File: config.mk
export PLATFORM = sky130hd
export DESIGN_NAME = periph_bridge
export DESIGN_NICKNAME = d
export VERILOG_FILES = /design/src/rtl/pb_pkg.sv /design/src/rtl/pb_clkdiv.sv /design/src/rtl/pb_lane_widen.sv /design/src/rtl/pb_slot_decode.sv /design/src/rtl/periph_bridge.sv
export SDC_FILE = /design/constraint.sdc
export NUM_CORES = 1
export LEC_CHECK = 0
export BUFFER_PORTS_ARGS = -buffer_cell sky130_fd_sc_hd__buf_4
export CORE_MARGIN = 5
export CORE_UTILIZATION = 50
export CTS_CLUSTER_DIAMETER = 50
export DETAILED_ROUTE_END_ITERATION = 7
export PLACE_DENSITY = 0.82
export SYNTH_ARGS = -nofsm -noshare
export SYNTH_HDL_FRONTEND = slang
export SYNTH_HIERARCHICAL = 1
export SYNTH_SLANG_ARGS = --single-unit
export TNS_END_PERCENT = 5
File: constraint.sdc
create_clock -name clk -period 2.83 [get_ports clk]
set_input_delay 0.1415 -clock clk [delete_from_list [all_inputs] [get_ports clk]]
set_output_delay 0.1415 -clock clk [all_outputs]
set_load 0.03 [all_outputs]
File: src/rtl/pb_pkg.sv
package pb_pkg;
  typedef enum logic [1:0] {
    ST_IDLE   = 2'd0,
    ST_SETUP  = 2'd1,
    ST_ACCESS = 2'd2,
    ST_DONE   = 2'd3
  } pb_state_e;

  localparam logic [1:0] SZ_BYTE = 2'b00;
  localparam logic [1:0] SZ_HALF = 2'b01;
endpackage

File: src/rtl/pb_clkdiv.sv
module pb_clkdiv #(
  parameter int CW = 4
) (
  input  logic       clk,
  input  logic       rst_n,
  input  logic [2:0] div_sel,
  output logic       tick
);
  logic [CW-1:0] cnt;
  logic [CW-1:0] mask;

  always_comb begin
    mask = '0;
    for (int i = 0; i < CW; i++) begin
      if (int'(div_sel) > i) mask[i] = 1'b1;
    end
  end

  always_ff @(posedge clk or negedge rst_n) begin
    if (!rst_n) cnt <= '0;
    else        cnt <= cnt + 1'b1;
  end

  assign tick = ((cnt & mask) == mask);
endmodule

File: src/rtl/pb_lane_widen.sv
module pb_lane_widen
  import pb_pkg::*;
(
  input  logic [1:0]  size,
  input  logic [1:0]  lane,
  input  logic [31:0] din,
  output logic [31:0] dout
);
  logic [7:0]  byte_v;
  logic [15:0] half_v;

  assign byte_v = din[8*lane +: 8];
  assign half_v = lane[1] ? din[31:16] : din[15:0];

  always_comb begin
    case (size)
      SZ_BYTE: dout = {4{byte_v}};
      SZ_HALF: dout = {2{half_v}};
      default: dout = din;
    endcase
  end
endmodule

File: src/rtl/pb_slot_decode.sv
module pb_slot_decode #(
  parameter int NSLOT    = 64,
  parameter int SLOT_LSB = 10,
  localparam int SW      = $clog2(NSLOT),
  localparam int AW      = SLOT_LSB + SW
) (
  input  logic [AW-1:0]    addr,
  input  logic             active,
  output logic [NSLOT-1:0] sel
);
  logic [SW-1:0] slot;
  assign slot = addr[SLOT_LSB +: SW];

  for (genvar g = 0; g < NSLOT; g++) begin : g_sel
    assign sel[g] = active && (slot == SW'(g));
  end
endmodule

File: src/rtl/periph_bridge.sv
module periph_bridge
  import pb_pkg::*;
#(
  parameter int               NSLOT    = 64,
  parameter int               SLOT_LSB = 10,
  parameter int               DIV_W    = 4,
  parameter logic [NSLOT-1:0] KEEP_ON  = NSLOT'(3),
  localparam int              SW       = $clog2(NSLOT),
  localparam int              AW       = SLOT_LSB + SW
) (
  input  logic             clk,
  input  logic             rst_n,
  input  logic [2:0]       div_sel,
  input  logic             en_we,
  input  logic [NSLOT-1:0] en_wdata,
  input  logic             sys_valid,
  output logic             sys_ready,
  input  logic             sys_write,
  input  logic [1:0]       sys_size,
  input  logic [AW-1:0]    sys_addr,
  input  logic [31:0]      sys_wdata,
  output logic [31:0]      sys_rdata,
  output logic             p_tick,
  output logic [NSLOT-1:0] p_sel,
  output logic             p_enable,
  output logic             p_write,
  output logic [AW-1:0]    p_addr,
  output logic [31:0]      p_wdata,
  input  logic [31:0]      p_rdata,
  input  logic             p_ready
);
  pb_state_e        st;
  logic [NSLOT-1:0] en_q;
  logic [AW-1:0]    addr_q;
  logic [31:0]      wdata_q;
  logic [1:0]       size_q;
  logic             wr_q;
  logic [31:0]      rdata_q;
  logic             tick;
  logic             slot_on;
  logic             in_xfer;

  pb_clkdiv #(.CW(DIV_W)) u_div (
    .clk(clk), .rst_n(rst_n), .div_sel(div_sel), .tick(tick)
  );

  assign slot_on = en_q[sys_addr[SLOT_LSB +: SW]];
  assign in_xfer = (st == ST_SETUP) || (st == ST_ACCESS);

  always_ff @(posedge clk or negedge rst_n) begin
    if (!rst_n) begin
      st      <= ST_IDLE;
      en_q    <= KEEP_ON;
      addr_q  <= '0;
      wdata_q <= '0;
      size_q  <= '0;
      wr_q    <= 1'b0;
      rdata_q <= '0;
    end else begin
      if (en_we) en_q <= en_wdata;
      case (st)
        ST_IDLE: begin
          if (sys_valid && tick) begin
            addr_q  <= sys_addr;
            wdata_q <= sys_wdata;
            size_q  <= sys_size;
            wr_q    <= sys_write;
            if (slot_on) begin
              st <= ST_SETUP;
            end else begin
              st      <= ST_DONE;
              rdata_q <= '0;
            end
          end
        end
        ST_SETUP: if (tick) st <= ST_ACCESS;
        ST_ACCESS: begin
          if (tick && p_ready) begin
            st      <= ST_DONE;
            rdata_q <= wr_q ? 32'd0 : p_rdata;
          end
        end
        default: st <= ST_IDLE;
      endcase
    end
  end

  pb_slot_decode #(.NSLOT(NSLOT), .SLOT_LSB(SLOT_LSB)) u_dec (
    .addr(addr_q), .active(in_xfer), .sel(p_sel)
  );

  pb_lane_widen u_widen (
    .size(size_q), .lane(addr_q[1:0]), .din(wdata_q), .dout(p_wdata)
  );

  assign p_tick    = tick;
  assign p_enable  = (st == ST_ACCESS);
  assign p_write   = wr_q;
  assign p_addr    = {addr_q[AW-1:2], 2'b00};
  assign sys_ready = (st == ST_DONE);
  assign sys_rdata = rdata_q;
endmodule

Word-level counts from Yosys, hierarchy flattened
Index checks and enable logic that the tools add are counted.

$add $sub $neg: 1. Magnitude comparators: 5. Equal/unequal tests: 72. Shift-type cells: 1. Mux-type cells: 18. Bitwise operators: 1. Reductions and logical operators: 74.

Operators by type and width (count): $eq 6x6->1 const B (32); $mux 32 (4); $pmux 32 s2 (2); $eq 6x5->1 const B (16); $logic_and 1x1->1 (66); $eq 6x4->1 const B (8); $shiftx 32x6->8 (1); $eq 6x3->1 const B (4); $mux 16 (1); $eq 6x2->1 const B (2); $mux 2 (4); $lt 6x7->1 const B (1); $bmux 1 s6 (1); $eq 6x1->1 const B (1); $gt 3x1->1 const B (2); $gt 3x2->1 const B (2); $logic_not 6->1 (1); $ne 2x2->1 const B (3); $pmux 2 s3 (1); $mux 1 (5); $add 4x1->4 const B (1); $and 4x4->4 (1); $eq 2x1->1 const B (2); $eq 2x2->1 const B (2); other kinds (8) (9).

Bits in registers: 153. Input port bits: 155. Output and inout bits: 148. Word-level logic and storage cells: 180.

Depth between registers and ports, before layout
Gate-level depths: netlist of the first run.

Depth in word-level cells: 7. Gate-level depth with buffers: 9. Gate-level depth less buffers: 8.

Cells and area by module
The synthesis of the first run kept the hierarchy.

Modules (own cells, without submodules): periph_bridge (instances 1, cells each 487, area each 6603.8 sq um, sequential area each 3731.1 sq um); pb_lane_widen (instances 1, cells each 92, area each 724.4 sq um, sequential area each 0.0 sq um); pb_slot_decode (instances 1, cells each 93, area each 469.2 sq um, sequential area each 0.0 sq um); pb_clkdiv (instances 1, cells each 15, area each 175.2 sq um, sequential area each 100.1 sq um).

Worst setup path before layout of the first run
OpenSTA, ideal clock, no wires.

Path kind: reg-to-reg. Start: register u_div.cnt[0]. End: register rdata_q[10], in the netlist sys_rdata[10]. Setup time: 79 ps. Arrival: 2234 ps. Required time: 2751 ps. Slack: 517 ps. Cell stages (with the launch flop): 7. Buffers on the path: 1. Clock period less this slack: 2313 ps. Cells stage by stage: dfrtp_1 > o21ai_1 > a221oi_2 > nand3_1 > a311oi_4 > buf_6 > mux2i_1.

Cells in the longest elaborated chain, start to end: 5. Elaborated cells between the ends (all ways): 7. Classes of those cells: eq/ne (3); bitwise (1); reduce/logical (3).

RTL lines: from (decl) (line pb_clkdiv.sv:9) `logic [CW-1:0] cnt;`; from (signal assigned) (line pb_clkdiv.sv:21) `else cnt <= cnt + 1'b1;`; $and 4x4->4 (*) (line pb_clkdiv.sv:24) `assign tick = ((cnt & mask) == mask);`; $eq 4x4->1 (*) (line pb_clkdiv.sv:24); via p_tick (line periph_bridge.sv:23) `output logic p_tick,`; $logic_and 1x1->1, on equally long branches (line periph_bridge.sv:63, periph_bridge.sv:78); $ne 2x2->1 (no source line) or $ne 2x1->1 (tied branches); $reduce_and 4->1 (no source line) (*); to (signal assigned) (line periph_bridge.sv:80) `rdata_q <= wr_q ? 32'd0 : p_rdata;`; to (decl) (line periph_bridge.sv:38) `logic [31:0] rdata_q;`.

Mark *: on every way through the listed nets, which the timed path passes. The rest lies on a longest branch. A chain may end at the register's enable or synchronous reset.

Worst setup path after layout of the first run
Start: register st[1]. End: output p_sel[8].

Cells in the longest elaborated chain, start to end: 3. Elaborated cells between the ends (all ways): 4. Classes of those cells: eq/ne (2); reduce/logical (2).

RTL lines: from (decl) (line periph_bridge.sv:32) `pb_state_e st;`; from (signal assigned) (line periph_bridge.sv:52) `st <= ST_IDLE;`; from (signal assigned) (line periph_bridge.sv:69) `st <= ST_SETUP;`; from (signal assigned) (line periph_bridge.sv:71) `st <= ST_DONE;`; $eq 2x1->1 or $eq 2x2->1 (tied branches) (line periph_bridge.sv:48) `assign in_xfer = (st == ST_SETUP) || (st == ST_ACCESS);`; $logic_or 1x1->1 (*) (line periph_bridge.sv:48); via in_xfer (line periph_bridge.sv:41) `logic in_xfer;`; $logic_and 1x1->1 (*) (line pb_slot_decode.sv:15) `assign sel[g] = active && (slot == SW'(g));`; to (decl) (line periph_bridge.sv:24) `output logic [NSLOT-1:0] p_sel,`.

Marked as above.

==> flow_summary.json, run 1 <==
{
  "wl_per_cell_um": 19.4,
  "synth_largest_area_cell": "dfrtp_1",
  "fp.coreArea_um2": 15800,
  "synth_top_area_share_pct": 47.4,
  "startpoint_type": "flop",
  "antenna_found_initial": 1,
  "syn2layout_area_growth_pct": 53.6,
  "place_hpwl_mm": 15.3,
  "drive_gt1_share_pct": 44.7,
  "reg2regPathDepth": 7,
  "multiInputGateArea_um2": 3650,
  "grt_setup_unrepaired": "no",
  "slew_viol_final": 0,
  "port_buffers": 300,
  "hold_end": "addr_q[11]",
  "worstHoldStart": "sys_addr[11]",
  "irDropWorstVdd_uv": 678,
  "crit_type": "reg2out",
  "status": "complete, no violations",
  "synthTopCellsByArea": "dfrtp_1 (47%), mux2_2 (18%), mux2i_1 (8.8%), nor2_1 (3.2%), nand2_1 (2.5%)",
  "grt_pass1_wl_mm": 39.3,
  "finalWirelength_mm": 25.8,
  "slew_headroom_pct": 39.2,
  "critPathMaxFanout": 16,
  "grt_pass1_vias": 7407,
  "period_share_pct": 86.6,
  "initial_core_util_pct": 50.6,
  "yosysWarnings": 6,
  "cts_buffer_depth": 2,
  "clock_skew_ps": 11.8,
  "syn_area_per_cell_um2": 11.6,
  "min_period_ps": 2450,
  "hp-class": "in2reg",
  "finalHoldViolations": 0,
  "clkSinkCount": 153,
  "yosysUniqueCellTypes": 49,
  "grt_max_degree": 97,
  "first_pass_iters": 5,
  "synth_most_common_cell": "dfrtp_1",
  "tightest_slew_ps": 912,
  "synth_seq_cells": 153,
  "clk_pin_slew_worst_paths_ps": 70,
  "ff_latch_area_um2": 3830,
  "post_cts_resized": 0,
  "p_per_area_nw_per_um2": 948,
  "first_iter_violations": 440,
  "numCtsBuffers": 17,
  "netlist_area_um2": 7970,
  "clock_latency_ps": 430,
  "overflow": 0,
  "fin_nets": 1261,
  "postRouteAntennaNets": 0,
  "fillers": 950,
  "endpoint_kind": "output pin",
  "async_flop_share_pct": 100,
  "cap_violations": 0,
  "synth_edf_count": 0,
  "vias": 7016,
  "power.static_leakage_nw": 5.75,
  "num_rows": 46,
  "whs_ps": 81.4,
  "die_height_um": 136,
  "cts_root_buf": "clkbuf_16",
  "rrSetupSlack_ps": 430,
  "ys.flop_type": "dfrtp_1",
  "die_w_um": 136,
  "max_freq_ghz": 0.408,
  "setup_tns_ps": 0,
  "vias_per_cell": 5.27,
  "worstReg2RegEnd": "sys_rdata[25]",
  "setup_viol_count_final": 0,
  "htreeDepth": 4,
  "ys_top_cells_by_count": "dfrtp_1 (151), mux2_2 (125), mux2i_1 (70), nor2_1 (67), nand2_1 (54)",
  "rr_startpoint": "en_q[13]",
  "yosysSeqAreaShare_pct": 48.1,
  "required_ps": 2690,
  "io-pin-count": 303,
  "post-route-drc-count": 0,
  "routabilityCongestion": 0.769,
  "worstHoldPathCells": 2,
  "netlist_instances": 687,
  "grt_usage_pct": 27.4,
  "cts_tree": "yes",
  "cp.arrival_ps": 2310,
  "dieArea_um2": 18600
}
## final cells by class
cell class	count	share of cell area [%]
antenna	1	0.0204
multi-input combinational	438	29.8
tap	216	2.21
sequential	153	31.3
inverter	39	1.20
clock buffer	18	3.50
timing repair buffer	452	30.9
clock inverter	14	1.12
## worst max path at each step
| stage | from | end | slack, ps | cells after the start |
|---|---|---|---|---|
| after floorplan | u_div/cnt[0] | sys_rdata[10] | 520 | 6 |
| after CTS | st[1] | p_sel[12] | 370 | 5 |
| after detailed placement | sys_addr[10] | sys_rdata[27] | 540 | 8 |
| after global routing | st[1] | p_sel[47] | 250 | 5 |
| after global placement | sys_addr[10] | sys_rdata[13] | 600 | 8 |
| final | st[1] | p_sel[8] | 380 | 5 |
## registers in the layout, indices dropped and copies added, names as in the netlist
register   cells
p_write        1
en_q          64
size_q         2
addr_q        16
u_div/cnt      4
st             2
sys_rdata     32
wdata_q       32
## what timing repair did
item,4_1_cts,5_1_grt
endpoints found under the hold margin,235,0
buffers inserted,0,0
setup endpoints to repair,0,0
hold buffers,144,0
## worst max-delay path: stages (launching register included)
cell	delay, ps
dfrtp_1	390
inv_1	80
ha_1	370
or3b_1	630
nor2_1	210
buf_4	180
## per-stage QoR
stage | utilization (%) | instances | instance area, um2 | setup WS [ps] | total power, W
after floorplan | - | 688 | 7980 | 517 | 0.00727
after global placement | 64.9 | 1154 | 10200 | 605 | 0.00897
after detailed placement | 64.9 | 1154 | 10200 | 540 | 0.00909
after CTS | 77.6 | 1330 | 12200 | 366 | 0.0115
after global routing | 77.7 | 1331 | 12200 | 251 | 0.0121
final | 77.7 | 1331 | 12200 | 380 | 0.0116
## power by group
| group | internal [W] | switching (W) | leakage [nW] |
|---|---|---|---|
| logic | 0.00246 | 0.00357 | 3.60 |
| registers | 0.00279 | 0.000573 | 1.87 |
| clock network | 0.00124 | 0.000986 | 0.284 |
| total | 0.00649 | 0.00512 | 5.75 |
## routing by layer
| metal | global-route usage [%] | share of wire (%) | vias up |
|---|---|---|---|
| li1 | - | - | 3201 |
| met4 | 12.9 | 4.2 | 0 |
| met5 | 0 | 0 | - |
| met2 | 49.5 | 53 | 288 |
| met1 | 30.8 | 37 | 3455 |
| met3 | 5.51 | 5.8 | 72 |
## logic make-up (layout without fill, tap and decap cells)
| family | after synthesis | after routing | share of synthesized area (%) |
|---|---|---|---|
| compound gates | 68 | 68 | 6.73 |
| xor+xnor | 2 | 2 | 0.220 |
| buf+inv | 97 | 523 | 6.34 |
| simple gates | 160 | 160 | 9.68 |
| fa+ha+maj | 5 | 5 | 0.785 |
| mux | 201 | 201 | 28.1 |
| flops | 153 | 153 | 48.1 |
| other cells | 1 | 3 | 0.0470 |
## cell usage in the layout (no fill, tap or decap), drive strengths merged, types with 2 or more instances in the layout
master,Yosys,layout
nand2b,3,3
nand4bb,6,6
inv,39,47
ha,5,5
mux2,125,125
or4b,4,4
a22oi,10,10
a21oi,5,5
mux4,6,6
o21bai,2,2
dlygate4sd3,0,144
conb,1,2
nand4b,4,4
nand3b,3,3
clkinv,0,5
and2,3,3
dfstp,2,2
nor4bb,2,2
buf,29,308
o22ai,9,9
nor2,67,67
dfrtp,151,151
nor2b,4,4
o21ai,20,20
a21o,16,16
clkbuf,27,18
mux2i,70,70
nand3,4,4
nand2,54,54
Power figures use the tool's default switching activity.
==> inputs of run 2 (changes only) <==
- ABC_AREA: unset -> 1
- MAX_ROUTING_LAYER: unset -> met4
==> run 2 against run 1 <==
Clock-buffer cell count did not move. Setup slack improved by 98 ps. Die area rose by 4.3%. Clock power is 4% higher. Sequential share of layout area up 0.21 points. Non-clock buffer count shrank 34. Synthesized cell count up 37%. Global-route usage up 0.26 points. Cell area shrank 0.68%. Sequential power grew 4%. Clock skew fell by 0.56 ps. Largest power group unchanged.
==> flow_summary.json, run 2 <==
{
  "ys_top_cells_by_count": "nand2_1 (267), dfrtp_1 (151), nand3_1 (127), mux2_2 (108), nor2_1 (106)",
  "cap_violations": 0,
  "numCtsBuffers": 17,
  "cpMostUsedCell": "nand3_1",
  "grt_pass1_wl_mm": 42.2,
  "post_cts_resized": 0,
  "path_buf_inv": 2,
  "num_rows": 47,
  "cts_tree": "yes",
  "yosysWarnings": 6,
  "drive_gt1_share_pct": 37.1,
  "setup_tns_ps": 0,
  "cpPeakStageDelay_ps": 850,
  "place_area_um2": 10500,
  "critPathMaxFanout": 18,
  "path_delay_family": "flip-flops",
  "port_buffers": 300,
  "overflow": 0,
  "cp_slowest_cell": "dfrtp_1",
  "synthTopCellsByArea": "dfrtp_1 (45%), mux2_2 (15%), nand2_1 (12%), nand3_1 (7.6%), nor2_1 (4.8%)",
  "cts_buffer_depth": 2,
  "postRouteAntennaNets": 0,
  "final_cell_area_um2": 12200,
  "startpoint_type": "flop",
  "routabilityCongestion": 0.890,
  "power.static_leakage_nw": 6.28,
  "die_w_um": 139,
  "endpoint_kind": "output pin",
  "synth_edf_count": 0,
  "synth_top_area_share_pct": 45.3,
  "grt_pass1_vias": 8138,
  "finalHoldViolations": 0,
  "period_share_pct": 83.1,
  "fin_nets": 1475,
  "syn_area_per_cell_um2": 8.85,
  "yosysUniqueCellTypes": 32,
  "layout_commonest_cell": "buf_4",
  "dp_cells": 1406,
  "max_freq_ghz": 0.425,
  "vias": 7971,
  "htreeDepth": 4,
  "mostFrequentLayoutCells": "buf_4 (306), nand2_1 (267), dfrtp_1 (151)",
  "initial_core_util_pct": 50.7,
  "grt_usage_pct": 27.6,
  "syn2layout_area_growth_pct": 45.8,
  "yosysSeqAreaShare_pct": 45.9,
  "fin_cells": 1549,
  "clk_pin_slew_worst_paths_ps": 70,
  "p_per_area_nw_per_um2": 1000,
  "largest_register": "en_q",
  "setup_viol_count_final": 0,
  "vias_per_cell": 5.15,
  "required_ps": 2690,
  "path_cells": "inv_8, nand2_1, nand3_1, nand3_2, nand3_1, buf_4",
  "clock_latency_ps": 410,
  "slew_viol_final": 0,
  "first_pass_iters": 5,
  "status": "complete, no violations",
  "cts_root_buf": "clkbuf_16",
  "fillers": 1150,
  "synth_largest_area_cell": "dfrtp_1",
  "ff_latch_area_um2": 3830,
  "netlist_instances": 942,
  "hp-class": "in2reg",
  "first_iter_violations": 602,
  "cp.arrival_ps": 2210,
  "async_flop_share_pct": 100,
  "largest_reg_flops": 64,
  "place_hpwl_mm": 17.4,
  "finalWirelength_mm": 26.2,
  "final_util_pct": 73.9,
  "post-route-drc-count": 0,
  "netlist_area_um2": 8340,
  "tightest_slew_ps": 803,
  "synth_most_common_cell": "nand2_1",
  "io-pin-count": 303,
  "multiInputGateArea_um2": 3790,
  "crit_type": "reg2out",
  "clkSinkCount": 153,
  "die_height_um": 139,
  "grt_setup_unrepaired": "no",
  "slew_headroom_pct": 46.5,
  "grt_max_degree": 69,
  "dieArea_um2": 19400,
  "irDropWorstVdd_uv": 986,
  "ys.flop_type": "dfrtp_1",
  "wl_per_cell_um": 16.9,
  "synth_seq_cells": 153,
  "min_period_ps": 2350,
  "clock_skew_ps": 11.3,
  "whs_ps": 54.4,
  "cts_setup_buffers": 0,
  "antenna_found_initial": 0,
  "fp.coreArea_um2": 16500
}
## run 2: cell types whose count changed after synthesis, sizes merged, moves of 9 or more
cell	before	now
a21o	16	0
a22oi	10	0
buf	29	48
clkbuf	27	15
inv	39	56
mux2	125	108
mux2i	70	0
nand2	54	279
nand3	4	149
nor2	67	109
o21ai	20	9
o22ai	9	0
## run 2: stage by stage
stage | total power, W | setup WS, ps
after floorplan | 0.00780 | 649
after global placement | 0.00957 | 728
after detailed placement | 0.00968 | 682
after CTS | 0.0121 | 495
after global routing | 0.0128 | 336
final | 0.0122 | 478
## run 2: final timing paths
path	startpoint	endpoint	cells past startpoint	slack (ps)
setup / recovery	addr_q[1]	p_wdata[2]	6	480
hold / removal	p_rdata[2]	sys_rdata[2]	5	50
setup reg to reg	u_div/cnt[0]	sys_rdata[0]	10	800
hold reg to reg	sys_rdata[23]	sys_rdata[23]	2	480
max in group asynchronous	rst_n	en_q[29]	3	1630
min in group asynchronous	rst_n	sys_rdata[3]	2	310
## run 2: layout make-up
cell class                      instances  share of cell area [%]
Clock buffer                           18                    3.61
Multi-Input combinational cell        667                    31.2
Antenna cell                            1                  0.0206
Timing Repair Buffer                  418                    28.2
Clock inverter                         14                    1.32
Inverter                               58                    1.93
Sequential cell                       153                    31.5
Tap cell                              220                    2.26
## run 2: what timing repair did
item / 4_1_cts / 5_1_grt
endpoints found under the hold margin: 173 / 0
endpoints found under the setup margin: 0 / 0
hold buffers: 110 / 0
## run 2: worst register-to-register path, stage by stage, from the launching register on
cell and delay (ps):
dfrtp_1 410, nand2_1 70, o21ai_0 70, nand2_1 70
nor2_1 320, nand2_1 90, a22o_1 240, nor2_2 180
nand2_4 240, nand2_1 130, nand2_1 80
## run 2: power by group
group / switching, W / internal, W / total [W]
sequential: 0.000658 / 0.00283 / 0.00348
clock: 0.000958 / 0.00135 / 0.00231
combinational: 0.00406 / 0.00232 / 0.00638
total: 0.00568 / 0.00649 / 0.0122
## run 2: cell families (layout without fill, tap and decap cells)
kind of cell,after synthesis,after routing,share of synthesized area (%)
fa+ha+maj,5,5,0.750
xor+xnor,2,2,0.210
buf+inv,123,508,8.72
compound gates,13,13,0.825
other cells,1,3,0.0450
simple gates,537,537,28.9
mux,108,108,14.6
flops,153,153,45.9
## run 2: layer usage
layer	vias up	GRT usage, %	wire length [um]
li1	3772	-	-
met1	3796	32.9	10400
met2	338	47.2	13400
met3	65	5.28	1640
met4	0	9.47	747
met5	-	-	0
==> inputs of run 3 (changes only) <==
- ABC_AREA: 1 -> 0
- clock period: 2.83 -> 2.25 ns (I/O delays scaled with it)
==> run 3 against run 2 <==
The run now ends with setup timing left. Sequential share of layout area decreased by 0.82 points. Register-to-register slack got worse by 970 ps. Hold slack got worse by 9.8 ps. Sequential power increased by 22%. Flip-flop and latch count unchanged. Critical path type is now reg2reg.
==> flow_summary.json, run 3 (synthesized netlist as in run 1, its figures left out) <==
{
  "status": "finished, violations left",
  "violations": "setup timing",
  "htreeDepth": 4,
  "clock_latency_ps": 420,
  "dieArea_um2": 18600,
  "grt_setup_unrepaired": "yes",
  "slew_headroom_pct": 47.0,
  "io-pin-count": 303,
  "hp-class": "in2reg",
  "antenna_found_initial": 0,
  "port_buffers": 300,
  "grt.busiest_layer": "met2",
  "grtUsageMet1_pct": 33.3,
  "met2_usage_pct": 51.6,
  "post-route-drc-count": 0,
  "period_share_pct": 108,
  "fp.coreArea_um2": 15800,
  "multiInputGateArea_um2": 3700,
  "tightest_slew_ps": 795,
  "die_w_um": 136,
  "clk_pin_slew_worst_paths_ps": 70,
  "postRouteAntennaNets": 0,
  "cts_tree": "yes",
  "cpPeakStageDelay_ps": 480,
  "wl_per_cell_um": 20.0,
  "grt_pass1_vias": 7671,
  "num_rows": 46,
  "p_per_area_nw_per_um2": 1190,
  "setup_tns_ps": -4000,
  "cts_root_buf": "clkbuf_16",
  "largest_reg_flops": 64,
  "finalHoldViolations": 0,
  "mostFrequentLayoutCells": "buf_4 (317), dfrtp_1 (150), dlygate4sd3_1 (144)",
  "startpoint_type": "flop",
  "fin_nets": 1278,
  "layout_setup_ws_ps": -170,
  "grtUsageMet3_pct": 5.07,
  "crit_type": "reg2reg",
  "grt_max_degree": 65,
  "required_ps": 2590,
  "largest_register": "en_q",
  "path_delay_family": "multiplexers",
  "cp_slowest_cell": "mux4_2",
  "vias": 7191,
  "clkSinkCount": 153,
  "first_iter_violations": 446,
  "numCtsBuffers": 17,
  "critPathMaxFanout": 16,
  "grt_usage_pct": 29.5,
  "ff_latch_area_um2": 3830,
  "power.static_leakage_nw": 5.86,
  "irDropWorstVdd_uv": 873,
  "final_util_pct": 79.2,
  "routabilityCongestion": 0.857,
  "endpoint_kind": "flop",
  "total_power_w": 0.0148,
  "whs_ps": 44.6,
  "max_freq_ghz": 0.413,
  "drive_gt1_share_pct": 45.8,
  "fillers": 924,
  "slew_viol_final": 0,
  "dp_slack_ps": -12.1,
  "finalWirelength_mm": 27.0,
  "path_buf_inv": 2,
  "setup_viol_count_final": 32,
  "clock_skew_ps": 13.8,
  "cts_buffer_depth": 2,
  "overflow": 0,
  "min_period_ps": 2420,
  "die_height_um": 136,
  "place_hpwl_mm": 16.0,
  "grt_pass1_wl_mm": 41.1,
  "cap_violations": 0,
  "vias_per_cell": 5.33,
  "initial_core_util_pct": 50.6,
  "syn2layout_area_growth_pct": 56.7,
  "path_cells": "mux4_2, mux2_4, o221ai_4, nor4bb_2, a311oi_4, buf_4, clkbuf_16, mux2i_1",
  "first_pass_iters": 5,
  "layout_commonest_cell": "buf_4",
  "cp.arrival_ps": 2760
}
run 3: changes by cell type in the layout (fill, tap and decap cells not counted), sizes merged, moves of 9 or more:
cell / previous run / this run
nand2: 279 / 54
nand3: 149 / 4
mux2i: 0 / 70
nor2: 109 / 67
dlygate4sd3: 110 / 144
inv: 63 / 43
mux2: 108 / 125
a21o: 0 / 16
buf: 308 / 323
o21ai: 9 / 20
a22oi: 0 / 10
o22ai: 0 / 9
run 3: metal layers:
metal	up-vias	part of all wire, %
met4	0	3.5
met2	295	54
met1	3578	37
met5	-	0
met3	72	5.4
li1	3246	-
run 3: worst paths after layout:
path                                   start             to  slack, ps  depth (start not counted)
worst max-delay path                 en_q[7]  sys_rdata[10]       -170                          8
worst max register to register       en_q[7]  sys_rdata[10]       -170                          8
max in group asynchronous              rst_n        en_q[0]       1390                          3
min in group asynchronous              rst_n   u_div/cnt[3]        170                          2
worst min-delay path            sys_addr[15]     addr_q[15]         40                          3
worst min register to register  u_div/cnt[0]   u_div/cnt[0]        500                          1
run 3: metrics by stage:
| stage | area (um2) | instances |
|---|---|---|
| floorplan | 7990 | 688 |
| global placement | 10400 | 1166 |
| detailed placement | 10400 | 1166 |
| CTS | 12400 | 1341 |
| global route | 12500 | 1346 |
| finish | 12500 | 1348 |
run 3: final cells by class:
type	instances	area share, %
diodes	2	0.0401
clock buffers	19	3.55
clock inverters	12	0.952
inverters	39	1.17
multi-input cells	438	29.6
flip-flops and latches	153	30.7
well taps	216	2.16
repair buffers	469	31.8
run 3: worst min-delay path, cell delays in order:
cell and delay, ps:
buf_4 70, inv_1 80, o21ai_0 160
run 3: power by group:
group          switching [W]  leakage [nW]  total (W)  internal [W]
clock                0.00119         0.267    0.00275       0.00156
sequential          0.000721          1.87    0.00423       0.00351
combinational        0.00459          3.72    0.00784       0.00326
run 3: what timing repair did:
action                                 in CTS  in global routing
pin swaps                                   0                  0
gates cloned                                0                  2
setup buffers                               0                  3
resized for setup                           3                  5
endpoints found under the hold margin     180                  0
hold buffers                              144                  0
setup endpoints to repair                  24                 48
